## src/rtl/wdt_pkg.sv

```systemverilog
package wdt_pkg;
   localparam int OFS_W = 8;
   localparam logic [OFS_W-1:0] OFS_PRE1 = 8'h00;
   localparam logic [OFS_W-1:0] OFS_PRE2 = 8'h04;
   localparam logic [OFS_W-1:0] OFS_ISTS = 8'h08;
   localparam logic [OFS_W-1:0] OFS_SVC  = 8'h0C;
   localparam logic [OFS_W-1:0] OFS_CFG  = 8'h10;
   localparam logic [OFS_W-1:0] OFS_LOCK = 8'h14;

   localparam int SVC_RELOAD_BIT = 8;
   localparam int SVC_FLAG_BIT   = 9;

   typedef enum logic [1:0] {
      UL_IDLE,
      UL_ARMED,
      UL_OPEN
   } unlock_state_e;
endpackage

```

## src/rtl/wdt_unlock.sv

```systemverilog
module wdt_unlock
   import wdt_pkg::*;
#(
   parameter int KEY_W = 16,
   parameter logic [KEY_W-1:0] KEY_FIRST = 16'h0080,
   parameter logic [KEY_W-1:0] KEY_SECOND = 16'h0086
) (
   input  logic             clk,
   input  logic             rst_n,
   input  logic             svc_wr,
   input  logic             pre_wr,
   input  logic [KEY_W-1:0] key,
   output logic             grant_svc,
   output logic             grant_pre
);
   unlock_state_e state_q, state_d;

   always_comb begin
      grant_svc = svc_wr && (state_q == UL_OPEN);
      grant_pre = pre_wr && (state_q == UL_OPEN);
      state_d   = state_q;
      if (svc_wr) begin
         if (state_q == UL_OPEN)                        state_d = UL_IDLE;
         else if (key == KEY_FIRST)                     state_d = UL_ARMED;
         else if (state_q == UL_ARMED && key == KEY_SECOND) state_d = UL_OPEN;
         else                                           state_d = UL_IDLE;
      end else if (pre_wr && state_q == UL_OPEN) begin
         state_d = UL_IDLE;
      end
   end

   always_ff @(posedge clk or negedge rst_n) begin
      if (!rst_n) state_q <= UL_IDLE;
      else        state_q <= state_d;
   end


   grant_onehot_chk: assert property (@(posedge clk) disable iff (!rst_n)
      $onehot0({grant_svc, grant_pre}));

   single_use_chk: assert property (@(posedge clk) disable iff (!rst_n)
      (grant_svc || grant_pre) |=> !(grant_svc || grant_pre));
endmodule

```

## src/rtl/wdt_prescaler.sv

```systemverilog
module wdt_prescaler #(
   parameter int SLOW_LOG2 = 15,
   parameter int FAST_LOG2 = 5
) (
   input  logic clk,
   input  logic rst_n,
   input  logic run,
   input  logic restart,
   input  logic fast,
   output logic tick
);
   if (FAST_LOG2 < 1 || FAST_LOG2 >= SLOW_LOG2) begin : g_bad_div
      $error("wdt_prescaler: need 1 <= FAST_LOG2 < SLOW_LOG2");
   end

   logic [SLOW_LOG2-1:0] phase_q;

   always_ff @(posedge clk or negedge rst_n) begin
      if (!rst_n)                phase_q <= '0;
      else if (restart || !run) phase_q <= '0;
      else                      phase_q <= phase_q + 1'b1;
   end

   assign tick = run && !restart &&
                 (fast ? (&phase_q[FAST_LOG2-1:0]) : (&phase_q));


   tick_spacing_chk: assert property (@(posedge clk) disable iff (!rst_n)
      tick |=> !tick);
endmodule

```

## src/rtl/wdt_stages.sv

```systemverilog
module wdt_stages #(
   parameter int CNT_W = 20,
   parameter int PULSE_LEN = 16
) (
   input  logic             clk,
   input  logic             rst_n,
   input  logic             run,
   input  logic             restart,
   input  logic             tick,
   input  logic [CNT_W-1:0] pre1,
   input  logic [CNT_W-1:0] pre2,
   input  logic             wd_mode,
   input  logic             rst_en,
   output logic             exp1,
   output logic             exp2,
   output logic             rst_req
);
   localparam int PW = $clog2(PULSE_LEN + 1);

   logic             stage_q;
   logic [CNT_W-1:0] cnt_q;
   logic [PW-1:0]    pulse_q;
   logic             done;

   assign done = tick && (cnt_q < CNT_W'(2));
   assign exp1 = done && !stage_q;
   assign exp2 = done && stage_q;

   always_ff @(posedge clk or negedge rst_n) begin
      if (!rst_n) begin
         stage_q <= 1'b0;
         cnt_q   <= '0;
      end else if (restart || !run) begin
         stage_q <= 1'b0;
         cnt_q   <= pre1;
      end else if (tick) begin
         if (done) begin
            stage_q <= !stage_q;
            cnt_q   <= stage_q ? pre1 : pre2;
         end else begin
            cnt_q <= cnt_q - 1'b1;
         end
      end
   end

   always_ff @(posedge clk or negedge rst_n) begin
      if (!rst_n)                         pulse_q <= '0;
      else if (exp2 && wd_mode && rst_en) pulse_q <= PW'(PULSE_LEN);
      else if (pulse_q != '0)             pulse_q <= pulse_q - 1'b1;
   end

   assign rst_req = (pulse_q != '0);


   pulse_after_stage2_chk: assert property (@(posedge clk) disable iff (!rst_n)
      $rose(rst_req) |-> $past(stage_q));

   pulse_min_len_chk: assert property (@(posedge clk) disable iff (!rst_n)
      $rose(rst_req) |=> rst_req);
endmodule

```

## src/rtl/wdt_two_stage.sv

```systemverilog
module wdt_two_stage
   import wdt_pkg::*;
#(
   parameter int ADDR_W = 8,
   parameter int DATA_W = 32,
   parameter int PRE_W = 20,
   parameter int SLOW_LOG2 = 15,
   parameter int FAST_LOG2 = 5,
   parameter int PULSE_LEN = 16
) (
   input  logic              clk,
   input  logic              por_n,
   input  logic [ADDR_W-1:0] bus_addr,
   input  logic              bus_wr,
   input  logic              bus_rd,
   input  logic [DATA_W-1:0] bus_wdata,
   output logic [DATA_W-1:0] bus_rdata,
   output logic              irq_o,
   output logic              wdt_reset_o
);
   localparam int KEY_W = 16;

   if (DATA_W < KEY_W || PRE_W >= DATA_W || ADDR_W != OFS_W) begin : g_bad_width
      $error("wdt_two_stage: unsupported width parameters");
   end

   logic [PRE_W-1:0] pre1_q, pre2_q;
   logic             cfg_rst_dis_q, cfg_fast_q;
   logic [1:0]       cfg_itype_q;
   logic             lock_q, en_q, mode_q, ists_q, flag_q;
   logic             svc_wr, pre1_wr, pre2_wr, grant_svc, grant_pre;
   logic             lock_wr, en_rise, restart, tick, exp1, exp2;
   wire              unused_wdata = ^bus_wdata[DATA_W-1:PRE_W];

   assign svc_wr  = bus_wr && (bus_addr == OFS_SVC);
   assign pre1_wr = bus_wr && (bus_addr == OFS_PRE1);
   assign pre2_wr = bus_wr && (bus_addr == OFS_PRE2);
   assign lock_wr = bus_wr && (bus_addr == OFS_LOCK);
   assign en_rise = lock_wr && !en_q && bus_wdata[1];
   assign restart = en_rise || (grant_svc && bus_wdata[SVC_RELOAD_BIT]);

   wdt_unlock #(.KEY_W(KEY_W), .KEY_FIRST(16'h0080), .KEY_SECOND(16'h0086)) unlock_i (
      .clk(clk), .rst_n(por_n), .svc_wr(svc_wr), .pre_wr(pre1_wr || pre2_wr),
      .key(bus_wdata[KEY_W-1:0]), .grant_svc(grant_svc), .grant_pre(grant_pre));

   wdt_prescaler #(.SLOW_LOG2(SLOW_LOG2), .FAST_LOG2(FAST_LOG2)) presc_i (
      .clk(clk), .rst_n(por_n), .run(en_q), .restart(restart),
      .fast(cfg_fast_q), .tick(tick));

   wdt_stages #(.CNT_W(PRE_W), .PULSE_LEN(PULSE_LEN)) stages_i (
      .clk(clk), .rst_n(por_n), .run(en_q), .restart(restart), .tick(tick),
      .pre1(pre1_q), .pre2(pre2_q), .wd_mode(!mode_q), .rst_en(!cfg_rst_dis_q),
      .exp1(exp1), .exp2(exp2), .rst_req(wdt_reset_o));

   always_ff @(posedge clk or negedge por_n) begin
      if (!por_n) begin
         pre1_q <= '0;  pre2_q <= '0;
         cfg_rst_dis_q <= 1'b0;  cfg_fast_q <= 1'b0;  cfg_itype_q <= 2'b00;
         lock_q <= 1'b0;  en_q <= 1'b0;  mode_q <= 1'b0;
         ists_q <= 1'b0;  flag_q <= 1'b0;
      end else begin
         if (grant_pre && pre1_wr) pre1_q <= bus_wdata[PRE_W-1:0];
         if (grant_pre && pre2_wr) pre2_q <= bus_wdata[PRE_W-1:0];
         if (bus_wr && bus_addr == OFS_CFG) begin
            cfg_rst_dis_q <= bus_wdata[5];
            cfg_fast_q    <= bus_wdata[2];
            cfg_itype_q   <= bus_wdata[1:0];
         end
         if (lock_wr) begin
            en_q   <= bus_wdata[1] || (lock_q && en_q);
            lock_q <= lock_q || bus_wdata[0];
            if (!lock_q) mode_q <= bus_wdata[2];
         end
         if (exp1) ists_q <= 1'b1;
         else if (bus_wr && bus_addr == OFS_ISTS && bus_wdata[0]) ists_q <= 1'b0;
         if (exp2 && !mode_q) flag_q <= 1'b1;
         else if (grant_svc && bus_wdata[SVC_FLAG_BIT]) flag_q <= 1'b0;
      end
   end

   assign irq_o = ists_q && (cfg_itype_q != 2'b11);

   always_ff @(posedge clk or negedge por_n) begin
      if (!por_n) bus_rdata <= '0;
      else if (bus_rd) begin
         unique case (bus_addr)
            OFS_PRE1: bus_rdata <= DATA_W'(pre1_q);
            OFS_PRE2: bus_rdata <= DATA_W'(pre2_q);
            OFS_ISTS: bus_rdata <= DATA_W'(ists_q);
            OFS_SVC:  bus_rdata <= DATA_W'({flag_q, 9'd0});
            OFS_CFG:  bus_rdata <= DATA_W'({cfg_rst_dis_q, 2'b00, cfg_fast_q, cfg_itype_q});
            OFS_LOCK: bus_rdata <= DATA_W'({mode_q, en_q, lock_q});
            default:  bus_rdata <= '0;
         endcase
      end
   end


   lock_sticky_chk: assert property (@(posedge clk) disable iff (!por_n)
      lock_q |=> lock_q);

   locked_enable_chk: assert property (@(posedge clk) disable iff (!por_n)
      (lock_q && en_q) |=> en_q);

   flag_sticky_chk: assert property (@(posedge clk) disable iff (!por_n)
      (flag_q && !grant_svc) |=> flag_q);

   preload_guard_chk: assert property (@(posedge clk) disable iff (!por_n)
      (pre1_wr && !grant_pre) |=> $stable(pre1_q));
endmodule

```

## config.mk

```make
export PLATFORM = sky130hd
export DESIGN_NAME = wdt_two_stage
export DESIGN_NICKNAME = d
export VERILOG_FILES = /design/src/rtl/wdt_pkg.sv /design/src/rtl/wdt_unlock.sv /design/src/rtl/wdt_prescaler.sv /design/src/rtl/wdt_stages.sv /design/src/rtl/wdt_two_stage.sv
export SDC_FILE = /design/constraint.sdc
export NUM_CORES = 1
export LEC_CHECK = 0
export ABC_AREA = 1
export BUFFER_PORTS_ARGS = -buffer_cell sky130_fd_sc_hd__buf_2
export CAP_MARGIN = 10
export CORE_UTILIZATION = 58
export CTS_BUF_LIST = sky130_fd_sc_hd__clkbuf_4 sky130_fd_sc_hd__clkbuf_8 sky130_fd_sc_hd__clkbuf_16
export DETAILED_ROUTE_END_ITERATION = 7
export PLACE_DENSITY = 0.8
export SKIP_LAST_GASP = 1
export SLEW_MARGIN = 0
export SYNTH_ARGS = -nofsm -noshare
export SYNTH_HDL_FRONTEND = slang
export SYNTH_SLANG_ARGS = --single-unit
```

## constraint.sdc

```tcl
create_clock -name clk -period 2.3 [get_ports clk]
set_input_delay 0.23 -clock clk [delete_from_list [all_inputs] [get_ports clk]]
set_output_delay 0.23 -clock clk [all_outputs]
set_load 0.05 [all_outputs]
```

==> results.sh, run 1 <==
export IMPL_hold_viol_final=0
export IMPL_synth_edff_count=0
export IMPL_synth_warnings=0
export IMPL_end_kind="flip-flop"
export IMPL_cp_data_arrival_time_ns=2.52
export IMPL_p_sw_w=0.00199
export IMPL_fillers=874
export IMPL_total_leakage_power_nw=3.54
export IMPL_cts_num_sinks=112
export IMPL_status="complete, no violations"
export IMPL_num_rows=37
export IMPL_cts_root_buf="clkbuf_8"
export IMPL_dr_total_vias=5473
export IMPL_viasPerCell=5.40
export IMPL_diodes=0
export IMPL_critPathBufInv=3
export IMPL_yosys_mux_area_fraction=0
export IMPL_crit_type="reg -> reg"
export IMPL_startpoint_type="flip-flop"
export IMPL_crit_path_top_delay_cell="a21oi_2"
export IMPL_nets=921
export IMPL_drtPass1Iterations=5
export IMPL_grt_use_total=0.286
export IMPL_fmax_mhz=456
export IMPL_synth_top_family_by_area="simple AND/OR/NAND/NOR gates"
export IMPL_yosysTopAreaCellShare=0.460
export IMPL_final_max_slew_violation_count=0
export IMPL_p_per_area_mw_per_mm2=784
export IMPL_placement_cell_area_mm2=0.00646
export IMPL_drt_wl_total_um=14600
export IMPL_worst_path_max_fanout=10
export IMPL_drv_cap=0
export IMPL_die_area_mm2=0.0109
export IMPL_setup_tns_ns=0
export IMPL_combPwrFrac=0.299
export IMPL_grt_max_degree=47
export IMPL_grt_overflow=0
export IMPL_crit_cells=12
export IMPL_antenna_found_initial=0
export IMPL_min_path_cells=3
export IMPL_clock_latency_ns=0.39
export IMPL_synthTopCellsByCount="nand2_1, dfrtp_1, inv_1"
export IMPL_grt_setup_unrepaired="true"
export IMPL_synth_compound_area_frac=0.116
export IMPL_pwr_share_seq=0.455
export IMPL_synth_xor_area_frac=0.0316
export IMPL_p_sw_frac=0.377
export IMPL_drt_iter0_drc=407
export IMPL_reg2reg_depth=12
export IMPL_dp_hpwl_um=10500
export IMPL_synth_top_area_cell="dfrtp_1"
export IMPL_area_growth_pct=10.1
export IMPL_skew_ns=0.0105
export IMPL_synth_seq_area_share=0.460
export IMPL_intPower_w=0.00328
export IMPL_synthesis_area_mm2=0.00609
export IMPL_cts_tree="done"
export IMPL_crit_chain="ha_1 -> nand2_1 -> inv_2 -> nand2_2 -> inv_1 -> ha_1 -> or2_2 -> a21oi_2 -> nand2_1 -> nand2_1 -> inv_1 -> nand2_1"
export IMPL_cts_buffers=9
export IMPL_fin_crit_ns=2.19
export IMPL_synth_flop_cell="dfrtp_1"
export IMPL_path_delay_family="simple AND/OR/NAND/NOR gates"
export IMPL_worst_pin_slew_ns=0.662
export IMPL_synthSimpleGateAreaFrac=0.275
export IMPL_start_util=0.593
export IMPL_cts_buffer_depth=2
export IMPL_grt_pass1_vias=5295
export IMPL_htreeDepth=3
export IMPL_syn_inst=820
export IMPL_gp_congestion=0.884
export IMPL_dieHeight_um=105
export IMPL_slowest_delay_ns=0.44
export IMPL_required_ns=2.63
export IMPL_final_area_mm2=0.00671
export IMPL_antenna_left=0
export IMPL_yosys_register_bits=112
export IMPL_core_mm2=0.0103
export IMPL_die_w_um=105
export IMPL_crit_top_cell="nand2_1"
export IMPL_io_buffer_count=53
export IMPL_ys_types=41
export IMPL_yosys_top_cells_area="dfrtp_1, nand2_1, o21ai_0"
export IMPL_synthArstFlopShare=1.00
export IMPL_yosysMostFrequentCell="nand2_1"
export IMPL_drc=0
export IMPL_pin_count=78
export IMPL_ir_worst_vdd_uv=378
export IMPL_grt_pass1_wl_um=24800
export IMPL_timing_slew_headroom=0.559
export IMPL_clkPwrFrac=0.246
export IMPL_setup_viol=0
export IMPL_finalCritPeriodShare=0.953
export IMPL_synth_fa_ha_area_frac=0.0103
export IMPL_wire_per_inst_um=14.4
export IMPL_clk_pin_slew_ns=0.12
export IMPL_min_path_type="in -> reg"
export IMPL_syn_area_per_cell_um2=7.43
export IMPL_final_layout_size_suffix_gt1_frac=0.122
## cell families (layout without fill, tap and decap cells)
family / Yosys count / after routing
AO/OA/AOI/OAI: 130 / 130
XOR/XNOR: 22 / 22
adder cells (fa/ha/maj): 5 / 5
buffers and inverters: 150 / 196
flip-flops: 112 / 112
other: 1 / 12
AND/OR/NAND/NOR: 400 / 400
## worst paths after layout
| path | start | endpoint | slack (ns) |
|---|---|---|---|
| worst max-delay path | presc_i.phase_q[0]$_DFF_PN0_ | stages_i.cnt_q[10]$_DFFE_PN0P_ | 0.11 |
| worst min-delay path | bus_wdata[19] | pre1_q[19]$_DFFE_PN0P_ | 0.09 |
| worst max register to register | presc_i.phase_q[0]$_DFF_PN0_ | stages_i.cnt_q[10]$_DFFE_PN0P_ | 0.11 |
| worst min register to register | bus_rdata[18]$_DFFE_PN0P_ | bus_rdata[18]$_DFFE_PN0P_ | 0.49 |
| max in group asynchronous | por_n | pre2_q[4]$_DFFE_PN0P_ | 1.09 |
| min in group asynchronous | por_n | stages_i.cnt_q[17]$_DFFE_PN0P_ | 0.38 |
## worst min-delay path, delay by kind of cell
family,cells,cell delay (ns)
buf+inv,2,0.14
compound gates,1,0.07
## cell usage in the layout, fill, tap and decap left out, types with 7 or more instances in the layout
| master | n |
|---|---|
| o21ai_1 | 8 |
| o21ai_0 | 91 |
| conb_1 | 12 |
| buf_2 | 52 |
| nand4_1 | 9 |
| buf_4 | 13 |
| a21oi_1 | 7 |
| xor2_1 | 17 |
| dfrtp_1 | 112 |
| o211ai_1 | 10 |
| nor2_1 | 57 |
| nand3_1 | 33 |
| inv_1 | 106 |
| nor3_1 | 12 |
| nand2_1 | 268 |
| clkbuf_8 | 9 |
## sequential cells by signal, indices dropped and copies added, names as in the netlist
| name | cells |
|---|---|
| mode_q | 1 |
| pre2_q | 20 |
| flag_q | 1 |
| presc_i.phase_q | 15 |
| stages_i.cnt_q | 20 |
| pre1_q | 20 |
| cfg_itype_q | 2 |
| unlock_i.state_q | 2 |
| en_q | 1 |
| lock_q | 1 |
| stages_i.pulse_q | 5 |
| bus_rdata | 20 |
| stages_i.stage_q | 1 |
| cfg_fast_q | 1 |
| ists_q | 1 |
| cfg_rst_dis_q | 1 |
## final cells by class
cell class                 instances  area, um2  share of cell area
sequential                       112       2800               0.418
inverter                         112        422              0.0628
tap                              136        170              0.0254
multi-input combinational        569       2690               0.400
timing repair buffer              68        408              0.0608
clock inverter                     7       97.6              0.0145
clock buffer                       9        124              0.0185
## routing by layer
layer | routed length [um] | share of wire | global-route usage
met3 | 944 | 0.065 | 0.0414
met5 | 0 | 0 | 0
met4 | 263 | 0.018 | 0.119
met1 | 6470 | 0.44 | 0.401
met2 | 6900 | 0.47 | 0.445
## through the flow
step                hold slack [ns]  total power [W]  setup slack (ns)  instances   util
floorplan                   -0.0656          0.00361             0.364        831      -
global placement              0.280          0.00387             0.187        994  0.629
detailed placement            0.284          0.00396            0.0992        994  0.629
CTS                          0.0815          0.00525            0.0767       1011  0.651
global route                  0.106          0.00560           -0.0277       1013  0.653
finish                       0.0903          0.00526             0.109       1013  0.653
## power by group through the flow
| stage | Combinational, W | Clock, W | Sequential, W |
|---|---|---|---|
| floorplan | 0.00123 | 0 | 0.00237 |
| global placement | 0.00146 | 0 | 0.00241 |
| detailed placement | 0.00154 | 0 | 0.00242 |
| CTS | 0.00156 | 0.00131 | 0.00239 |
| global route | 0.00180 | 0.00137 | 0.00242 |
| finish | 0.00157 | 0.00130 | 0.00239 |
## timing repair
item,CTS,global route
hold endpoints to repair,44,0
buffers inserted,0,2
gates resized for setup,0,1
hold buffers,1,0
endpoints found under the setup margin,0,9
(Power assumes the default switching activity.)
==> run 2: changes to the inputs <==
--- a/config.mk
+++ b/config.mk
@@ -6,12 +6,14 @@
 export NUM_CORES = 1
 export LEC_CHECK = 0
 export ABC_AREA = 1
+export ABC_CLOCK_PERIOD_IN_PS = 1810
 export BUFFER_PORTS_ARGS = -buffer_cell sky130_fd_sc_hd__buf_2
 export CAP_MARGIN = 10
-export CORE_UTILIZATION = 58
+export CORE_ASPECT_RATIO = 0.7
+export CORE_UTILIZATION = 53
 export CTS_BUF_LIST = sky130_fd_sc_hd__clkbuf_4 sky130_fd_sc_hd__clkbuf_8 sky130_fd_sc_hd__clkbuf_16
 export DETAILED_ROUTE_END_ITERATION = 7
-export PLACE_DENSITY = 0.8
+export PLACE_DENSITY = 0.77
 export SKIP_LAST_GASP = 1
 export SLEW_MARGIN = 0
 export SYNTH_ARGS = -nofsm -noshare
==> constraint.sdc (replaced) <==
create_clock -name clk -period 1.81 [get_ports clk]
set_input_delay 0.181 -clock clk [delete_from_list [all_inputs] [get_ports clk]]
set_output_delay 0.181 -clock clk [all_outputs]
set_load 0.05 [all_outputs]
==> results.sh, run 2 (synthesis gave the netlist of run 1 again) <==
export IMPL_min_path_type="in -> reg"
export IMPL_grt_busiest_layer="met1"
export IMPL_finalCritPeriodShare=1.10
export IMPL_setup_viol=25
export IMPL_drv_cap=0
export IMPL_ir_worst_vdd_uv=1160
export IMPL_fin_crit_ns=2.00
export IMPL_status="finished, violations left"
export IMPL_drt_iter0_drc=478
export IMPL_dieHeight_um=91.7
export IMPL_crit_path_top_delay_cell="dfrtp_1"
export IMPL_fmax_mhz=501
export IMPL_pin_count=78
export IMPL_clock_latency_ns=0.36
export IMPL_final_layout_size_suffix_gt1_frac=0.186
export IMPL_htreeDepth=3
export IMPL_die_w_um=130
export IMPL_required_ns=2.05
export IMPL_worst_path_max_fanout=6
export IMPL_crit_chain="ha_2 -> nand2_2 -> inv_2 -> nand2_4 -> inv_2 -> ha_4 -> or2_4 -> nand2_8 -> nor2_8 -> buf_12 -> buf_4 -> o211ai_1 -> nand2_1"
export IMPL_drtPass1Iterations=4
export IMPL_slowest_delay_ns=0.39
export IMPL_antenna_left=0
export IMPL_grt_overflow=0
export IMPL_start_util=0.550
export IMPL_diodes=0
export IMPL_intPower_w=0.00473
export IMPL_dr_total_vias=5626
export IMPL_met1_usage=0.431
export IMPL_cts_tree="done"
export IMPL_cts_root_buf="clkbuf_16"
export IMPL_p_sw_frac=0.366
export IMPL_cts_buffers=9
export IMPL_total_leakage_power_nw=3.79
export IMPL_skew_ns=0.0123
export IMPL_nets=963
export IMPL_wire_per_inst_um=14.8
export IMPL_worst_pin_slew_ns=0.696
export IMPL_num_rows=32
export IMPL_pwr_share_seq=0.406
export IMPL_gp_congestion=0.936
export IMPL_grt_max_degree=45
export IMPL_cts_buffer_depth=2
export IMPL_grt_pass1_wl_um=26000
export IMPL_critPathBufInv=4
export IMPL_final_common_cell="nand2_1"
export IMPL_grt_use_met2=0.414
export IMPL_end_kind="flip-flop"
export IMPL_p_sw_w=0.00273
export IMPL_failed_checks="negative setup slack"
export IMPL_combPwrFrac=0.330
export IMPL_core_mm2=0.0111
export IMPL_die_area_mm2=0.0119
export IMPL_setup_tns_ns=-2.29
export IMPL_dp_hpwl_um=11300
export IMPL_fillers=937
export IMPL_cp_data_arrival_time_ns=2.23
export IMPL_finalWorstSetupSlack_ns=-0.187
export IMPL_clkPwrFrac=0.263
export IMPL_crit_type="reg -> reg"
export IMPL_final_cell_mix="nand2_1, dfrtp_1, inv_1"
export IMPL_grt_use_met3=0.0543
export IMPL_io_buffer_count=53
export IMPL_grt_use_total=0.284
export IMPL_startpoint_type="flip-flop"
export IMPL_path_delay_family="simple AND/OR/NAND/NOR gates"
export IMPL_fin_hold_ws_ns=0.0858
export IMPL_drt_wl_total_um=15900
export IMPL_viasPerCell=5.25
export IMPL_p_per_area_mw_per_mm2=1020
export IMPL_antenna_found_initial=0
export IMPL_final_max_slew_violation_count=0
export IMPL_grt_setup_unrepaired="true"
export IMPL_hold_viol_final=0
export IMPL_crit_top_cell="inv_2"
export IMPL_grt_pass1_vias=5205
export IMPL_clk_pin_slew_ns=0.07
export IMPL_area_growth_pct=19.5
export IMPL_timing_slew_headroom=0.536
export IMPL_drc=0
export IMPL_cts_num_sinks=112
[run 2: cell types whose count changed in the layout (fill, tap and decap cells not counted), sizes merged]
cell,previous run,this run
clkinv,4,2
nand2,276,277
buf,67,108
clkbuf,9,10
clkinvlp,0,2
bufinv,1,0
[run 2: final timing paths]
check                                        startpoint                            end  slack [ns]  cells past startpoint
min reg2reg                    bus_rdata[1]$_DFFE_PN0P_       bus_rdata[1]$_DFFE_PN0P_        0.48                      2
max in group asynchronous                         por_n         pre1_q[16]$_DFFE_PN0P_        0.96                      3
min in group asynchronous                         por_n  presc_i.phase_q[10]$_DFF_PN0_        0.29                      2
min                                        bus_wdata[2]             mode_q$_DFFE_PN0P_        0.09                      3
max                        presc_i.phase_q[1]$_DFF_PN0_  stages_i.cnt_q[5]$_DFFE_PN0P_       -0.19                     13
max reg2reg                presc_i.phase_q[1]$_DFF_PN0_  stages_i.cnt_q[5]$_DFFE_PN0P_       -0.19                     13
[run 2: worst reg2reg max path, stage by stage, from the launching register on]
cell      delay [ns]
dfrtp_1         0.39
ha_2            0.20
nand2_2         0.06
inv_2           0.05
nand2_4         0.07
inv_2           0.05
ha_4            0.15
or2_4           0.27
nand2_8         0.09
nor2_8          0.07
buf_12          0.15
buf_4           0.13
o211ai_1        0.11
nand2_1         0.10
[run 2: area by class of cell]
class / count / area [um2] / share of cell area
multi-input cells: 570 / 2820 / 0.387
flip-flops and latches: 112 / 2800 / 0.385
repair buffers: 109 / 759 / 0.104
inverters: 112 / 422 / 0.0579
clock buffers: 10 / 239 / 0.0328
well taps: 153 / 191 / 0.0263
clock inverters: 6 / 48.8 / 0.00670
[run 2: what timing repair did]
item	in CTS	in global routing
gates resized for setup	29	10
hold endpoints to repair	22	0
gates cloned	1	1
setup endpoints to repair	28	30
hold buffers	1	0
pin swaps	14	11
buffers inserted	4	6
[run 2: power by group through the flow]
stage               logic, W  clock network [W]  registers [W]
CTS                  0.00235            0.00197        0.00302
finish               0.00247            0.00197        0.00303
global placement     0.00212                  0        0.00305
detailed placement   0.00218                  0        0.00305
floorplan            0.00157                  0        0.00302
global route         0.00272            0.00209        0.00307
[run 2: layer usage]
metal | part of all wire | up-vias
li1 | - | 2747
met1 | 0.49 | 2655
met4 | 0.0097 | 0
met2 | 0.43 | 209
met3 | 0.072 | 15
met5 | 0 | -
[run 2: stage by stage]
stage | setup slack, ns | std cells | power (W) | cell area (um2) | util
floorplan | 0.0115 | 831 | 0.00459 | 6140 | -
global placement | -0.103 | 1044 | 0.00517 | 6740 | 0.608
detailed placement | -0.174 | 1044 | 0.00523 | 6740 | 0.608
CTS | -0.0902 | 1066 | 0.00734 | 7200 | 0.649
global route | -0.251 | 1072 | 0.00787 | 7280 | 0.657
finish | -0.187 | 1072 | 0.00747 | 7280 | 0.657
==> run 3: changes to the inputs <==
--- a/config.mk
+++ b/config.mk
@@ -14,6 +14,7 @@
 export CTS_BUF_LIST = sky130_fd_sc_hd__clkbuf_4 sky130_fd_sc_hd__clkbuf_8 sky130_fd_sc_hd__clkbuf_16
 export DETAILED_ROUTE_END_ITERATION = 7
 export PLACE_DENSITY = 0.77
+export SKIP_CTS_REPAIR_TIMING = 1
 export SKIP_LAST_GASP = 1
 export SLEW_MARGIN = 0
 export SYNTH_ARGS = -nofsm -noshare
==> results.sh, run 3 (synthesis gave the netlist of run 1 again) <==
export IMPL_antenna_left=0
export IMPL_drc=0
export IMPL_die_w_um=130
export IMPL_failed_checks="negative setup slack"
export IMPL_dp_cells=1044
export IMPL_antenna_found_initial=0
export IMPL_finalCritPeriodShare=1.07
export IMPL_p_sw_w=0.00270
export IMPL_die_area_mm2=0.0119
export IMPL_ir_worst_vdd_uv=1160
export IMPL_pwr_share_seq=0.408
export IMPL_r2r_end="stages_i.pulse_q[2]$_DFFE_PN0P_"
export IMPL_dp_hpwl_um=11300
export IMPL_drtPass1Iterations=5
export IMPL_crit_path_top_delay_cell="dfrtp_1"
export IMPL_start_util=0.550
export IMPL_cts_root_buf="clkbuf_16"
export IMPL_slowest_delay_ns=0.36
export IMPL_finalWorstSetupSlack_ns=-0.118
export IMPL_cts_buffer_depth=2
export IMPL_worst_pin_slew_ns=0.698
export IMPL_crit_type="reg -> reg"
export IMPL_grt_use_total=0.276
export IMPL_clk_pin_slew_ns=0.08
export IMPL_wire_per_inst_um=14.5
export IMPL_dieHeight_um=91.7
export IMPL_total_leakage_power_nw=3.78
export IMPL_drt_wl_total_um=15400
export IMPL_fin_hold_ws_ns=0.0889
export IMPL_end_kind="flip-flop"
export IMPL_grt_setup_unrepaired="true"
export IMPL_required_ns=2.07
export IMPL_hold_viol_final=0
export IMPL_cts_tree="done"
export IMPL_grt_pass1_vias=5117
export IMPL_grt_busiest_layer="met1"
export IMPL_skew_ns=0.0102
export IMPL_viasPerCell=5.18
export IMPL_r2r_start="presc_i.phase_q[1]$_DFF_PN0_"
export IMPL_drt_iter0_drc=395
export IMPL_grt_pass1_wl_um=25300
export IMPL_fillers=950
export IMPL_status="finished, violations left"
export IMPL_p_sw_frac=0.364
export IMPL_grt_use_met2=0.397
export IMPL_met1_usage=0.427
export IMPL_crit_top_cell="inv_2"
export IMPL_reg2reg_slack_ns=-0.12
export IMPL_reg2reg_depth=13
export IMPL_cp_data_arrival_time_ns=2.19
export IMPL_setup_viol=26
export IMPL_pin_count=78
export IMPL_cp_startpoint="presc_i.phase_q[1]$_DFF_PN0_"
export IMPL_final_cell_mix="nand2_1, dfrtp_1, inv_1"
export IMPL_diodes=0
export IMPL_grt_use_met3=0.0496
export IMPL_cts_num_sinks=112
export IMPL_p_per_area_mw_per_mm2=1020
export IMPL_fin_crit_ns=1.93
export IMPL_clock_latency_ns=0.36
export IMPL_cp_endpoint="stages_i.pulse_q[2]$_DFFE_PN0P_"
export IMPL_drv_cap=0
export IMPL_gp_congestion=0.936
export IMPL_final_max_slew_violation_count=0
export IMPL_nets=958
export IMPL_combPwrFrac=0.327
export IMPL_final_cells=1067
export IMPL_cts_buffers=9
export IMPL_grt_max_degree=45
export IMPL_crit_chain="ha_2 -> nand2_2 -> inv_2 -> nand2_4 -> inv_2 -> ha_4 -> or2_4 -> nand2_8 -> nor2_8 -> nand4_1 -> buf_6 -> nand3_2 -> inv_2"
export IMPL_intPower_w=0.00471
export IMPL_io_buffer_count=53
export IMPL_final_common_cell="nand2_1"
export IMPL_fmax_mhz=519
export IMPL_timing_slew_headroom=0.534
export IMPL_clkPwrFrac=0.265
export IMPL_final_layout_size_suffix_gt1_frac=0.186
export IMPL_min_path_type="in -> reg"
export IMPL_dr_total_vias=5528
export IMPL_num_rows=32
export IMPL_core_mm2=0.0111
export IMPL_htreeDepth=3
export IMPL_startpoint_type="flip-flop"
export IMPL_area_growth_pct=19.0
export IMPL_grt_overflow=0
export IMPL_worst_path_max_fanout=7
-- run 3: changes by cell type in the layout (fill, tap and decap cells not counted), moves of 2 or more --
cell,change
nor2_4,-2
nor2_1,+2
nand2_1,-4
nand2_2,+2
buf_4,-2
o21ai_1,+2
buf_12,-2
o21ai_0,-2
-- run 3: worst min-delay path by stage --
stage	depth (start not counted)	to	slack, ns	startpoint
floorplan	0	bus_rdata[0]$_DFFE_PN0P_	-0.11	por_n
finish	3	mode_q$_DFFE_PN0P_	0.09	bus_wdata[2]
detailed placement	1	presc_i.phase_q[11]$_DFF_PN0_	0.11	por_n
CTS	1	presc_i.phase_q[5]$_DFF_PN0_	-0.26	por_n
global route	3	mode_q$_DFFE_PN0P_	0.09	bus_wdata[2]
global placement	1	presc_i.phase_q[11]$_DFF_PN0_	0.12	por_n
-- run 3: critical path: cells and delay by family, from the launching register on --
| kind | cells | cell delay, ns |
|---|---|---|
| adders and majority gates | 2 | 0.31 |
| buffers and inverters | 4 | 0.36 |
| DFF | 1 | 0.36 |
| and+or+nand+nor | 7 | 0.80 |
-- run 3: per-stage QoR --
step | TNS, ns | power, W | setup slack (ns) | util | area [um2]
6_report | -1.51 | 0.00741 | -0.118 | 0.654 | 7250
5_1_grt | -4.14 | 0.00782 | -0.196 | 0.654 | 7250
2_1_floorplan | 0 | 0.00459 | 0.0115 | - | 6140
3_3_place_gp | -1.08 | 0.00517 | -0.103 | 0.608 | 6740
4_1_cts | -3.45 | 0.00718 | -0.207 | 0.633 | 7030
3_5_place_dp | -2.41 | 0.00523 | -0.174 | 0.608 | 6740
-- run 3: power by group through the flow --
stage / sequential, W / combinational, W / clock (W)
floorplan: 0.00302 / 0.00157 / 0
global placement: 0.00305 / 0.00212 / 0
detailed placement: 0.00305 / 0.00218 / 0
CTS: 0.00301 / 0.00220 / 0.00197
global route: 0.00306 / 0.00268 / 0.00208
finish: 0.00303 / 0.00242 / 0.00196
-- run 3: routing by layer --
layer / wire (um) / vias up
met5: 0 / -
met4: 142 / 0
met3: 1030 / 11
met2: 6540 / 191
met1: 7720 / 2593
li1: - / 2733
-- run 3: area by class of cell --
type / count / area [um2] / area share
multi-input cells: 569 / 2830 / 0.390
inverters: 112 / 423 / 0.0583
repair buffers: 105 / 718 / 0.0991
flip-flops and latches: 112 / 2800 / 0.387
clock inverters: 6 / 48.8 / 0.00673
clock buffers: 10 / 239 / 0.0330
well taps: 153 / 191 / 0.0264
